`config.mk`:
```
export PLATFORM = sky130hd
export DESIGN_NAME = mode_ctl_bank
export DESIGN_NICKNAME = d
export VERILOG_FILES = /design/src/rtl/mcb_pkg.sv /design/src/rtl/mcb_wr_gate.sv /design/src/rtl/mcb_rst_timer.sv /design/src/rtl/mcb_readback.sv /design/src/rtl/mode_ctl_bank.sv
export SDC_FILE = /design/constraint.sdc
export NUM_CORES = 1
export LEC_CHECK = 0
export BUFFER_PORTS_ARGS = -buffer_cell sky130_fd_sc_hd__buf_2
export CAP_MARGIN = 15
export CORE_UTILIZATION = 44
export DETAILED_ROUTE_END_ITERATION = 16
export PLACE_DENSITY = 0.78
export SETUP_SLACK_MARGIN = 0.1
export SYNTH_ARGS = -nofsm -noshare
export SYNTH_HDL_FRONTEND = slang
export SYNTH_SLANG_ARGS = --single-unit
```
`constraint.sdc`:
```
create_clock -name clk -period 1.73 [get_ports clk]
set_input_delay 0.519 -clock clk [delete_from_list [all_inputs] [get_ports clk]]
set_output_delay 0.519 -clock clk [all_outputs]
set_load 0.1 [all_outputs]
```
`src/rtl/mcb_pkg.sv`:
```
package mcb_pkg;
  localparam int BIT_RST   = 0;
  localparam int BIT_PCHK  = 1;
  localparam int BIT_RATE  = 3;
  localparam int BIT_SCRUB = 5;
  localparam logic [7:0] LIVE_MASK = (8'd1 << BIT_RST) | (8'd1 << BIT_PCHK)
                                   | (8'd1 << BIT_RATE) | (8'd1 << BIT_SCRUB);

  // parity bit that makes the 9-bit word hold an odd number of ones
  function automatic logic odd_par_bit(input logic [7:0] d);
    return ~(^d);
  endfunction

  // true when data plus parity bit carry odd parity
  function automatic logic odd_par_ok(input logic [7:0] d, input logic p);
    return ^{d, p};
  endfunction
endpackage

```
`src/rtl/mcb_wr_gate.sv`:
```
module mcb_wr_gate
  import mcb_pkg::*;
#(
  parameter int DATA_W = 8
) (
  input  logic              wr,
  input  logic              addr_hit,
  input  logic              busy,
  input  logic              chk_en,
  input  logic [DATA_W-1:0] wdata,
  input  logic              wpar,
  output logic              take,
  output logic              perr
);
  logic live_wr;
  logic par_good;

  always_comb begin
    live_wr  = wr && addr_hit && !busy;
    par_good = odd_par_ok(wdata, wpar);
    perr     = live_wr && chk_en && !par_good;
    take     = live_wr && !perr;
  end
endmodule

```
`src/rtl/mcb_rst_timer.sv`:
```
module mcb_rst_timer #(
  parameter int TICKS = 32,
  localparam int CNT_W = $clog2(TICKS + 1)
) (
  input  logic             clk,
  input  logic             rst_n,
  input  logic             active,
  input  logic             tick,
  output logic             done,
  output logic [CNT_W-1:0] cnt
);
  localparam logic [CNT_W-1:0] LIMIT = CNT_W'(TICKS);

  always_ff @(posedge clk or negedge rst_n) begin
    if (!rst_n) begin
      cnt <= '0;
    end else if (!active) begin
      cnt <= '0;
    end else if (tick && cnt != LIMIT) begin
      cnt <= cnt + 1'b1;
    end
  end

  assign done = active && (cnt == LIMIT);
endmodule

```
`src/rtl/mcb_readback.sv`:
```
module mcb_readback
  import mcb_pkg::*;
(
  input  logic       addr_hit,
  input  logic [7:0] reg_val,
  output logic [7:0] rd_data,
  output logic       rd_par
);
  always_comb begin
    rd_data = addr_hit ? (reg_val & LIVE_MASK) : 8'h00;
    rd_par  = odd_par_bit(rd_data);
  end
endmodule

```
`src/rtl/mode_ctl_bank.sv`:
```
module mode_ctl_bank
  import mcb_pkg::*;
#(
  parameter int          ADDR_W    = 8,
  parameter logic [7:0]  REG_ADDR  = 8'h1E,
  parameter int          RST_TICKS = 32,
  localparam int         CNT_W     = $clog2(RST_TICKS + 1)
) (
  input  logic              clk,
  input  logic              rst_n,
  input  logic [ADDR_W-1:0] bus_addr,
  input  logic [7:0]        bus_wdata,
  input  logic              bus_wpar,
  input  logic              bus_wr,
  input  logic              perr_clr,
  input  logic              byte_tick,
  output logic [7:0]        rd_data,
  output logic              rd_par,
  output logic              perr_flag,
  output logic              dp_reset,
  output logic              rate_sel,
  output logic              scrub_en
);
  logic             rst_q, pchk_q, rate_q, scrub_q, perr_q;
  logic             addr_hit;
  logic             wr_take, wr_perr;
  logic             rst_done;
  logic [CNT_W-1:0] rst_cnt;
  logic [7:0]       reg_val;

  assign addr_hit = (bus_addr == ADDR_W'(REG_ADDR));

  mcb_wr_gate #(.DATA_W(8)) u_gate (
    .wr       (bus_wr),
    .addr_hit (addr_hit),
    .busy     (rst_q),
    .chk_en   (pchk_q),
    .wdata    (bus_wdata),
    .wpar     (bus_wpar),
    .take     (wr_take),
    .perr     (wr_perr)
  );

  mcb_rst_timer #(.TICKS(RST_TICKS)) u_timer (
    .clk    (clk),
    .rst_n  (rst_n),
    .active (rst_q),
    .tick   (byte_tick),
    .done   (rst_done),
    .cnt    (rst_cnt)
  );

  always_ff @(posedge clk or negedge rst_n) begin
    if (!rst_n) begin
      rst_q   <= 1'b0;
      pchk_q  <= 1'b0;
      rate_q  <= 1'b0;
      scrub_q <= 1'b0;
    end else if (wr_take) begin
      pchk_q  <= bus_wdata[BIT_PCHK];
      rate_q  <= bus_wdata[BIT_RATE];
      scrub_q <= bus_wdata[BIT_SCRUB];
      if (bus_wdata[BIT_RST]) rst_q <= 1'b1;
    end else if (rst_done) begin
      rst_q <= 1'b0;
    end
  end

  always_ff @(posedge clk or negedge rst_n) begin
    if (!rst_n)        perr_q <= 1'b0;
    else if (wr_perr)  perr_q <= 1'b1;
    else if (perr_clr) perr_q <= 1'b0;
  end

  always_comb begin
    reg_val            = 8'h00;
    reg_val[BIT_RST]   = rst_q;
    reg_val[BIT_PCHK]  = pchk_q;
    reg_val[BIT_RATE]  = rate_q;
    reg_val[BIT_SCRUB] = scrub_q;
  end

  mcb_readback u_rb (
    .addr_hit (addr_hit),
    .reg_val  (reg_val),
    .rd_data  (rd_data),
    .rd_par   (rd_par)
  );

  assign perr_flag = perr_q;
  assign dp_reset  = rst_q;
  assign rate_sel  = rate_q;
  assign scrub_en  = scrub_q;
endmodule

```
Word level (Yosys, flattened, before mapping)
Cells that the tools add are included.

Add/sub/neg operators: 1. Multipliers: 0. Div/mod/pow operators: 0. Magnitude comparators: 0. Equal/unequal tests: 5. Shift-type cells: 0. Mux-type cells: 8. Bitwise logic cells: 1. Reductions and logical operators: 15.

Operator list (count): $mux W6 (3); $reduce_xor A9 Y1 (1); $eq A8 B5 Y1 const B (1); $reduce_xor A8 Y1 (1); $logic_and A1 B1 Y1 (7); $add A6 B1 Y6 const B (1); $eq A6 B6 Y1 const B (1); $ne A6 B6 Y1 const B (1); $mux W1 (5); $reduce_bool A2 Y1 (2); $logic_not A1 Y1 (3); $ne A2 B1 Y1 const B (1); $ne A2 B2 Y1 const B (1); $reduce_and A2 Y1 (1); $not A1 Y1 (1).

Bits in registers: 11. Bits in latches: 0. Memory bits (writable): 0. Memory bits (read-only): 0. Input bits: 22. Output and inout bits: 13. Word-level logic and storage cells: 36. Memories: 0.

Longest topological paths before layout
Gate-level depths: netlist of the first run.

Depth in word-level cells: 9. Depth in mapped cells: 7. Gate-level depth less buffers: 7.

Hierarchy
A second synthesis of the first run with hierarchy kept.

Cell total of the unflattened synthesis: 84. Area total of the unflattened synthesis: 823.3 um2.

Modules (own cells, without submodules): mcb_rst_timer (times used 1, cells each 42, area an instance 400.4 um2, seq. area each 150.1 um2); mode_ctl_bank (times used 1, cells each 17, area an instance 215.2 um2, seq. area each 125.1 um2); mcb_wr_gate (times used 1, cells each 12, area an instance 117.6 um2, seq. area each 0.0 um2); mcb_readback (times used 1, cells each 13, area an instance 90.1 um2, seq. area each 0.0 um2).

Least setup slack after synthesis of the first run
OpenSTA, ideal clock, no wires.

Path kind: flip-flop to output port. Start point: reg rst_q, in the netlist dp_reset. End point: out rd_par. Arrival time: 2011 ps. Data required time: 1211 ps. Setup slack: -800 ps. Cell stages (with the launch flop): 5. Buffers on the path: 1. Path through: dfrtp_1 -> buf_6 -> xnor2_1 -> xnor2_1 -> nand2_1.

Word-level cells in the longest chain between the ends: 3.

RTL lines: from (decl) (line mode_ctl_bank.sv:24) `logic rst_q, pchk_q, rate_q, scrub_q, perr_q;`; from (signal assigned) (line mode_ctl_bank.sv:55) `rst_q <= 1'b0;`; from (signal assigned) (line mode_ctl_bank.sv:63) `if (bus_wdata[BIT_RST]) rst_q <= 1'b1;`; from (signal assigned) (line mode_ctl_bank.sv:65) `rst_q <= 1'b0;`; $mux W6 (line mcb_readback.sv:10) `rd_data = addr_hit ? (reg_val & LIVE_MASK) : 8'h00;`; $reduce_xor A8 Y1 (line mcb_pkg.sv:11) `return ~(^d);`; $not A1 Y1 (line mcb_pkg.sv:11); to (decl) (line mode_ctl_bank.sv:18) `output logic rd_par,`.

No other way between the ends.

Worst setup path after layout of the first run
Start point: in bus_addr[0]. End point: out rd_data[1].

Word-level cells in the longest chain between the ends: 2.

RTL lines: from (decl) (line mode_ctl_bank.sv:11) `input logic [ADDR_W-1:0] bus_addr,`; $eq A8 B5 Y1 (line mode_ctl_bank.sv:31) `assign addr_hit = (bus_addr == ADDR_W'(REG_ADDR));`; $mux W6 (line mcb_readback.sv:10); to (decl) (line mode_ctl_bank.sv:17) `output logic [7:0] rd_data,`.

No other way between the ends.

==> key figures, run 1 <==
Timing
  • Final worst-path setup slack: -0.267 ns
  • Post-route minimum period: 2.00 ns
  • Hold_ws: 0.0964 ns
  • Pins Over Slew Limit: 0
  • Setup TNS Final: -1.27 ns
  • Hold Vio Cnt, Final: 0
  • # setup viols final: 7
  • Clk_skew: 0.00562 ns
  • Fmax: 0.501 GHz
  • RSZ-0062 raised after global routing: true
  • Final period util: 115%

Synth
  • Largest area contributor in the netlist: dfrtp_1
  • Async SR Flop Fraction: 100%
  • Yosys reg bits: 11
  • Yosys warnings: 0
  • Post-synth top cells: dfrtp_1, xnor2_1, and2_1, nand2_1
  • Post-synth top flop: dfrtp_1
  • Sequential-to-total area share from yosys stat: 37.4%
  • Post-synth top area share: 37.4%
  • Synth Area per Inst: 10.4 µm²
  • Synth top area cells: dfrtp_1, xnor2_1, and2_1
  • Post-synth EDFFs: 0
  • Syn Inst Count: 71
  • Yosys cell types: 26
  • Post-Syn Area: 736 µm²

Pwr
  • Total Power: 0.000681 W
  • PD cells: 586 nW/µm²
  • Lkg Pwr: 0.573 nW
  • IR Drop Worst-Case VDD: 480 µV

Worst setup path
  • R2R depth: 7
  • Worst r2r src: u_timer.cnt[0]
  • R2R Setup Slk: 0.24 ns
  • Setup CP Type: in2out
  • Worst path required time: 1.21 ns
  • Crit path from: bus_addr[0]
  • Cells along the critical path: buf_6 > nand4b_1 > nor4_4 > buf_4 > and2_4 > buf_12
  • Crit Path Max Fanout: 6
  • Critical-path top delay cell: nand4b_1
  • CP endpoint: rd_data[1]
  • Critical Path Max Stage Delay: 0.21 ns
  • WP data arrival: 1.48 ns
  • Reg-to-reg endpoint: u_timer.cnt[2]
  • CP startpoint kind: input port
  • Setup crit end kind: output pin

Floorplan
  • Num rows: 14
  • Initial Util: 47.7%
  • Area of the core: 1540 µm²
  • Die height: 42.9 µm
  • Die width: 42.9 µm
  • Top Ports: 35
  • DIE AREA: 1840 µm²

Detailed routing
  • Final WL: 1760 µm
  • Drt pass-1 iters: 4
  • Vias: 659
  • 1st-iter DRT viols: 9
  • Drt via density: 5.15
  • ANT nets after route: 0
  • DRC: 0
  • WL/cell: 13.8 µm

Min path
  • Hold crit path type: in2async

Job
  • Max Cap Viol: 0

Clock network
  • Clk slew on worst S/H paths: 0.08 ns
  • CTS tree: yes
  • CTS buffer count: 3
  • Clock Tree Root: clkbuf_4
  • Skew-Pair Late Insertion Delay: 0.27 ns
  • Clk sink count: 11
  • Post CTS Setup Buffer Count: 0
  • # hold bufs at CTS: 0
  • H-Tree Depth: 1
  • CTS Buffer Depth: 2

Placement
  • Placed Cells: 124
  • Routability cong.: 0.821
  • IO buf count: 30
  • Post-DP HPWL: 1290 µm

Global routing
  • Initial antenna violation count: 0
  • Vias in the first global route: 698
  • Pin count of the biggest net entering global routing: 12
  • First-pass GRT wire length: 3050 µm
  • Overflow after GRT: 0
  • GRT Util Overall: 23.2%

Final layout
  • Fillers: 118
  • Ant. Diodes: 0
  • Area delta synth->final: 58.0%
  • Final #Nets: 137
  • Non-filler cells, final: 128
  • Layout cells sized above 1: 55.4%

Outcome
  • Status: complete, but fails checks
  • Failing checks: negative setup slack
[worst min path at each step]
stage               slack [ns]  startpoint              to  depth (start not counted)
floorplan                 0.22       rst_n        dp_reset                          0
global placement          0.40       rst_n  u_timer.cnt[0]                          1
detailed placement        0.40       rst_n  u_timer.cnt[0]                          1
CTS                       0.09       rst_n  u_timer.cnt[2]                          1
global route              0.11       rst_n  u_timer.cnt[2]                          1
finish                     0.1       rst_n  u_timer.cnt[1]                          1
[placed cells by master, fill, tap and decap left out, drive strengths merged, types with 2 or more instances in the layout]
cell,instances
xnor2,12
ha,2
and2,8
clkbuf,3
nand2,6
mux2,2
buf,39
inv,4
o21ai,3
nand3,2
dfrtp,11
a21boi,2
conb,4
nand4,2
[repair_timing]
action                     in CTS  in global routing
gates resized for setup        13                  6
pin swaps                       4                  6
hold endpoints to repair        0                  0
setup endpoints to repair      10                 12
[flip-flops by register name, indices dropped and copies added, names as in the netlist]
signal,flops
dp_reset,1
pchk_q,1
perr_flag,1
rate_sel,1
scrub_en,1
u_timer.cnt,6
[report_power, final]
group / total, W / switching (W) / internal, W
Sequential: 0.000267 / 0.00000456 / 0.000263
Clock: 0.000180 / 0.0000944 / 0.0000856
Combinational: 0.000234 / 0.000130 / 0.000104
[stage by stage]
| stage | setup slack, ns | utilization [%] | cell area (µm²) |
|---|---|---|---|
| 2_1_floorplan | -0.211 | - | 783 |
| 3_3_place_gp | -0.282 | 68.4 | 1050 |
| 3_5_place_dp | -0.335 | 68.4 | 1050 |
| 4_1_cts | -0.284 | 74.2 | 1140 |
| 5_1_grt | -0.317 | 75.4 | 1160 |
| 6_report | -0.267 | 75.4 | 1160 |
[worst max-delay path, delay by kind of cell]
| family | cells | cell delay, ns |
|---|---|---|
| and+or+nand+nor | 3 | 0.52 |
| buffers and inverters | 3 | 0.44 |
[routing by layer]
| layer | track usage, % | part of all wire [%] | vias up |
|---|---|---|---|
| met4 | 11.3 | 1.6 | 0 |
| met2 | 43.0 | 56 | 27 |
| met5 | 0 | 0 | - |
| met1 | 23.8 | 37 | 316 |
| li1 | - | - | 314 |
| met3 | 5.53 | 5.1 | 2 |
[kinds of logic (layout without fill, tap and decap cells)]
family                     after synthesis  after routing  share of synthesized area (%)
AOI/OAI and AO/OA                        8              8                           7.48
xor gates and xnor gates                14             14                           19.6
adders and majority gates                2              2                           3.40
buffers and inverters                    9             47                           7.65
DFF                                     11             11                           37.4
muxes                                    2              2                           3.06
other                                    1              4                          0.510
and+or+nand+nor                         24             24                           20.9
[area by class of cell]
class | count | area (µm²) | area share (%)
Clock inverter | 1 | 5.00 | 0.431
Timing Repair Buffer | 39 | 344 | 29.6
Multi-Input combinational cell | 54 | 477 | 41.0
Clock buffer | 3 | 22.5 | 1.94
Inverter | 4 | 15.0 | 1.29
Sequential cell | 11 | 279 | 24.0
Tap cell | 16 | 20.0 | 1.72
(Power assumes the default switching activity.)
==> run 2: changes to the inputs <==
- GPL_ROUTABILITY_DRIVEN: unset -> 0
- GPL_TIMING_DRIVEN: unset -> 0
==> key figures, run 2 (synthesized netlist as in run 1, its figures left out) <==
Global routing
  • First-pass GRT wire length: 2530 µm (-17%)
  • Met1 Usage GRT: 21.9% (-1.9 points)
  • Vias in the first global route: 613 (-12%)
  • GRT Util Overall: 18.4% (-4.8 points)
  • GRT Max-Usage Layer: met2
  • Pin count of the biggest net entering global routing: 12 (unchanged)
  • GR met3 Demand/Resource: 5.11% (-0.43 points)
  • GR Util met2: 32.7% (-10 points)
  • Initial antenna violation count: 0 (unchanged)
  • Overflow after GRT: 0 (unchanged)

Floorplan
  • Die height: 42.9 µm (unchanged)
  • Top Ports: 35 (unchanged)
  • Area of the core: 1540 µm² (unchanged)
  • Num rows: 14 (unchanged)
  • DIE AREA: 1840 µm² (unchanged)
  • Die width: 42.9 µm (unchanged)
  • Initial Util: 47.7% (unchanged)

Outcome
  • Status: complete, but fails checks
  • Failing checks: negative setup slack

Timing
  • Pins Over Slew Limit: 0 (unchanged)
  • # setup viols final: 8 (+1)
  • Post-route minimum period: 2.01 ns (+0.0117 ns)
  • Setup TNS Final: -1.69 ns (-0.419 ns)
  • RSZ-0062 raised after global routing: true
  • Clk_skew: 0.00143 ns (-0.00419 ns)
  • Final worst-path setup slack: -0.279 ns (-0.0117 ns)
  • Fmax: 0.498 GHz (-0.58%)
  • Final period util: 116% (+0.68 points)
  • Hold Vio Cnt, Final: 0 (unchanged)

Detailed routing
  • 1st-iter DRT viols: 5 (-4)
  • DRC: 0 (unchanged)
  • Final WL: 1510 µm (-14%)
  • Vias: 619 (-6.1%)
  • Drt via density: 4.80 (-6.8%)
  • Drt pass-1 iters: 3 (-1)
  • ANT nets after route: 0 (unchanged)
  • WL/cell: 11.7 µm (-15%)

Final layout
  • Number of flip-flops in the largest register: 6 (unchanged)
  • Fillers: 111 (-5.9%)
  • Area delta synth->final: 57.1%
  • Commonest non-fill, non-tap cell in the layout: buf_2
  • Final #Nets: 138 (+0.73%)
  • Layout cells sized above 1: 59.3% (+3.9 points)
  • Ant. Diodes: 0 (unchanged)
  • Commonest cells after routing, fill and taps aside: buf_2, xnor2_1, buf_4
  • Largest Register: u_timer.cnt
  • Final instance area: 1160 µm² (-0.54%)

Worst setup path
  • Setup CP Type: in2out
  • CP startpoint kind: input port
  • Setup crit end kind: output pin
  • WP data arrival: 1.49 ns (about the same)
  • Crit Path Max Fanout: 6 (unchanged)
  • Worst path required time: 1.21 ns (about the same)

Pwr
  • IR Drop Worst-Case VDD: 622 µV (+30%)
  • PD cells: 563 nW/µm² (-3.9%)
  • Lkg Pwr: 0.568 nW (-0.82%)

Clock network
  • H-Tree Depth: 1 (unchanged)
  • # hold bufs at CTS: 0 (unchanged)
  • CTS buffer count: 3 (unchanged)
  • CTS Buffer Depth: 2 (unchanged)
  • Clk slew on worst S/H paths: 0.07 ns (about the same)
  • Skew-Pair Late Insertion Delay: 0.26 ns (about the same)
  • Clock Tree Root: clkbuf_4
  • Clk sink count: 11 (unchanged)
  • CTS tree: yes

Placement
  • Post-DP HPWL: 1060 µm (-17%)
  • IO buf count: 30 (unchanged)
  • Area post-placement: 953 µm² (-9.6%)

Min path
  • Hold crit path type: in2async

Job
  • Max Cap Viol: 0 (unchanged)
[run 2: cell count changes in the layout (fill, tap and decap cells not counted), moves of 2 or more]
cell,before,now
buf_2,17,22
buf_4,11,8
buf_6,5,3
clkbuf_4,3,5
[run 2: worst max-delay path: stages]
cell,delay [ns]
buf_6,0.09
nand4b_1,0.20
nor4_4,0.17
buf_4,0.19
and2_4,0.15
buf_12,0.16
[run 2: where the power goes]
part	internal, W	switching, W
clock	0.0000854	0.0000863
combinational	0.0000858	0.000123
sequential	0.000263	0.00000788
[run 2: routing by layer]
metal | share of wire [%] | routed length [µm] | up-vias
met3 | 5.9 | 89 | 0
met2 | 52 | 780 | 24
met1 | 42 | 639 | 284
li1 | - | - | 311
met5 | 0 | 0 | -
met4 | 0 | 0 | 0
[run 2: repair_timing]
item / CTS / global route
buffers inserted: 4 / 1
pin swaps: 5 / 2
gates resized for setup: 24 / 11
setup endpoints to repair: 7 / 13
[run 2: final timing paths]
path,from,endpoint,slack (ns),cells past startpoint
setup / recovery,bus_addr[0],rd_data[1],-0.28,6
hold / removal,rst_n,u_timer.cnt[2],0.11,1
setup reg to reg,u_timer.cnt[0],u_timer.cnt[2],0.29,7
hold reg to reg,perr_flag,perr_flag,0.55,2
max in group asynchronous,rst_n,pchk_q,1.41,1
min in group clk,perr_clr,perr_flag,0.45,2
[run 2: final cells by class]
| cell class | instances | area [µm²] | share of cell area [%] |
|---|---|---|---|
| timing repair buffer | 35 | 278 | 24.0 |
| inverter | 4 | 15.0 | 1.30 |
| sequential | 11 | 280 | 24.2 |
| buffer | 5 | 41.3 | 3.57 |
| tap | 16 | 20.0 | 1.73 |
| clock buffer | 3 | 22.5 | 1.95 |
| clock inverter | 1 | 5.00 | 0.433 |
| multi-input combinational | 54 | 494 | 42.7 |
[run 2: stage by stage]
stage	util (%)	std cells	setup slack [ns]	total power [W]	hold slack, ns
after detailed placement	61.9	120	-0.638	0.000468	0.396
after global placement	61.9	120	-0.591	0.000465	0.396
after floorplan	-	74	-0.211	0.000422	0.223
final	75.0	129	-0.279	0.000651	0.106
after CTS	71.3	128	-0.357	0.000644	0.107
after global routing	75.0	129	-0.332	0.000689	0.114
==> run 3: changes to the inputs <==
- PLACE_DENSITY: 0.78 -> 0.76
==> key figures, run 3 (synthesized netlist as in run 1, its figures left out) <==
Outcome
  • Status: complete, but fails checks
  • Failing checks: negative setup slack

Worst setup path
  • Crit path from: bus_addr[0]
  • Setup crit end kind: output pin
  • Worst r2r src: u_timer.cnt[0]
  • Crit Path Max Fanout: 6 (unchanged)
  • Worst path required time: 1.21 ns (about the same)
  • Critical Path Max Stage Delay: 0.20 ns (about the same)
  • CP startpoint kind: input port
  • WP data arrival: 1.47 ns (-0.02 ns)
  • Setup CP Type: in2out
  • Critical-path top delay cell: nand4b_1
  • Cells along the critical path: buf_6 > nand4b_1 > nor4_4 > buf_4 > and2_4 > buf_12

Detailed routing
  • ANT nets after route: 0 (unchanged)
  • Vias: 634 (+2.4%)
  • Final WL: 1450 µm (-3.6%)
  • DRC: 0 (unchanged)
  • WL/cell: 11.2 µm (-4.4%)
  • 1st-iter DRT viols: 5 (unchanged)
  • Drt via density: 4.88 (+1.6%)
  • Drt pass-1 iters: 3 (unchanged)

Final layout
  • Final #Nets: 139 (+0.72%)
  • Fillers: 111 (unchanged)
  • Reg area: 279 µm² (-0.45%)
  • Commonest non-fill, non-tap cell in the layout: buf_2
  • Layout cells sized above 1: 56.1% (-3.2 points)
  • Non-filler cells, final: 130 (+0.78%)
  • Largest Register: u_timer.cnt
  • Area of the multi-input gates: 484 µm² (-2.0%)
  • Number of flip-flops in the largest register: 6 (unchanged)
  • Commonest cells after routing, fill and taps aside: buf_2, buf_4, xnor2_1, dfrtp_1
  • Ant. Diodes: 0 (unchanged)
  • Area delta synth->final: 58.3%

Pwr
  • Total Power: 0.000666 W (+2.3%)
  • Lkg Pwr: 0.581 nW (+2.3%)
  • IR Drop Worst-Case VDD: 461 µV (-26%)
  • PD cells: 572 nW/µm² (+1.5%)

Placement
  • Placed Cells: 120 (unchanged)
  • IO buf count: 30 (unchanged)
  • Pre-CTS setup slack: -0.619 ns (+0.0194 ns)
  • Post-DP HPWL: 1110 µm (+4.1%)

Timing
  • Final period util: 115% (-1.4 points)
  • Post-route minimum period: 1.98 ns (-0.0243 ns)
  • Hold Vio Cnt, Final: 0 (unchanged)
  • # setup viols final: 7 (-1)
  • Final worst-path setup slack: -0.254 ns (+0.0243 ns)
  • Pins Over Slew Limit: 0 (unchanged)
  • RSZ-0062 raised after global routing: true
  • Fmax: 0.504 GHz (+1.2%)
  • Clk_skew: 0.00573 ns (+0.00429 ns)
  • Setup TNS Final: -1.32 ns (+0.367 ns)

Global routing
  • Pin count of the biggest net entering global routing: 12 (unchanged)
  • First-pass GRT wire length: 2630 µm (+3.8%)
  • Overflow after GRT: 0 (unchanged)
  • GRT Util Overall: 19.2% (+0.76 points)
  • Vias in the first global route: 624 (+1.8%)
  • Initial antenna violation count: 0 (unchanged)

Clock network
  • # hold bufs at CTS: 0 (unchanged)
  • Clk slew on worst S/H paths: 0.07 ns (about the same)
  • Clock Tree Root: clkbuf_4
  • Clk sink count: 11 (unchanged)
  • Skew-Pair Late Insertion Delay: 0.27 ns (about the same)
  • H-Tree Depth: 1 (unchanged)
  • CTS Buffer Depth: 2 (unchanged)
  • CTS buffer count: 3 (unchanged)
  • CTS tree: yes

Floorplan
  • Top Ports: 35 (unchanged)
  • Area of the core: 1540 µm² (unchanged)
  • Die height: 42.9 µm (unchanged)
  • Initial Util: 47.7% (unchanged)
  • Die width: 42.9 µm (unchanged)
  • Num rows: 14 (unchanged)
  • DIE AREA: 1840 µm² (unchanged)

Min path
  • Hold crit path type: in2async

Job
  • Max Cap Viol: 0 (unchanged)
-- run 3: cell count changes in the layout (fill, tap and decap cells not counted), sizes merged --
cell	before	now
buf	38	39
-- run 3: layout make-up --
type | count | share of cell area, %
plain buffers | 5 | 3.54
clock buffers | 3 | 1.93
inverters | 4 | 1.29
flip-flops and latches | 11 | 24.0
well taps | 16 | 1.72
repair buffers | 36 | 25.6
multi-input cells | 54 | 41.6
clock inverters | 1 | 0.430
-- run 3: through the flow --
step | cell area (µm²) | hold slack [ns] | utilization (%)
floorplan | 783 | 0.223 | -
global placement | 953 | 0.396 | 61.9
detailed placement | 953 | 0.398 | 61.9
CTS | 1140 | 0.103 | 73.9
global route | 1160 | 0.105 | 75.6
finish | 1160 | 0.101 | 75.6
-- run 3: path summary, 6_finish.rpt --
| path | end | slack [ns] | cells past startpoint |
|---|---|---|---|
| worst max-delay path | rd_data[1] | -0.25 | 6 |
| worst min-delay path | u_timer.cnt[2] | 0.10 | 1 |
| worst max register to register | dp_reset | 0.27 | 6 |
| worst min register to register | perr_flag | 0.53 | 2 |
| max in group asynchronous | dp_reset | 1.41 | 1 |
| min in group clk | perr_flag | 0.43 | 2 |
-- run 3: worst max-delay path: cells and delay by family --
family	cells	cell delay (ns)
buffers and inverters	3	0.42
and+or+nand+nor	3	0.50
-- run 3: repair_timing --
item / 4_1_cts / 5_1_grt
setup endpoints to repair: 7 / 12
pin swaps: 10 / 3
buffers inserted: 5 / 1
gates resized for setup: 28 / 5
-- run 3: routing by layer --
| metal | vias up | wire [µm] | track usage (%) |
|---|---|---|---|
| met5 | - | 0 | 0 |
| met1 | 289 | 621 | 22.9 |
| met2 | 25 | 736 | 33.3 |
| li1 | 318 | - | - |
| met3 | 2 | 83 | 5.11 |
| met4 | 0 | 13 | 5.63 |
-- run 3: where the power goes --
part / leakage [nW] / switching, W / total (W) / internal [W]
Combinational: 0.416 / 0.000125 / 0.000224 / 0.0000992
Sequential: 0.148 / 0.00000627 / 0.000269 / 0.000263
Clock: 0.0177 / 0.0000875 / 0.000173 / 0.0000855
Total: 0.581 / 0.000219 / 0.000666 / 0.000447
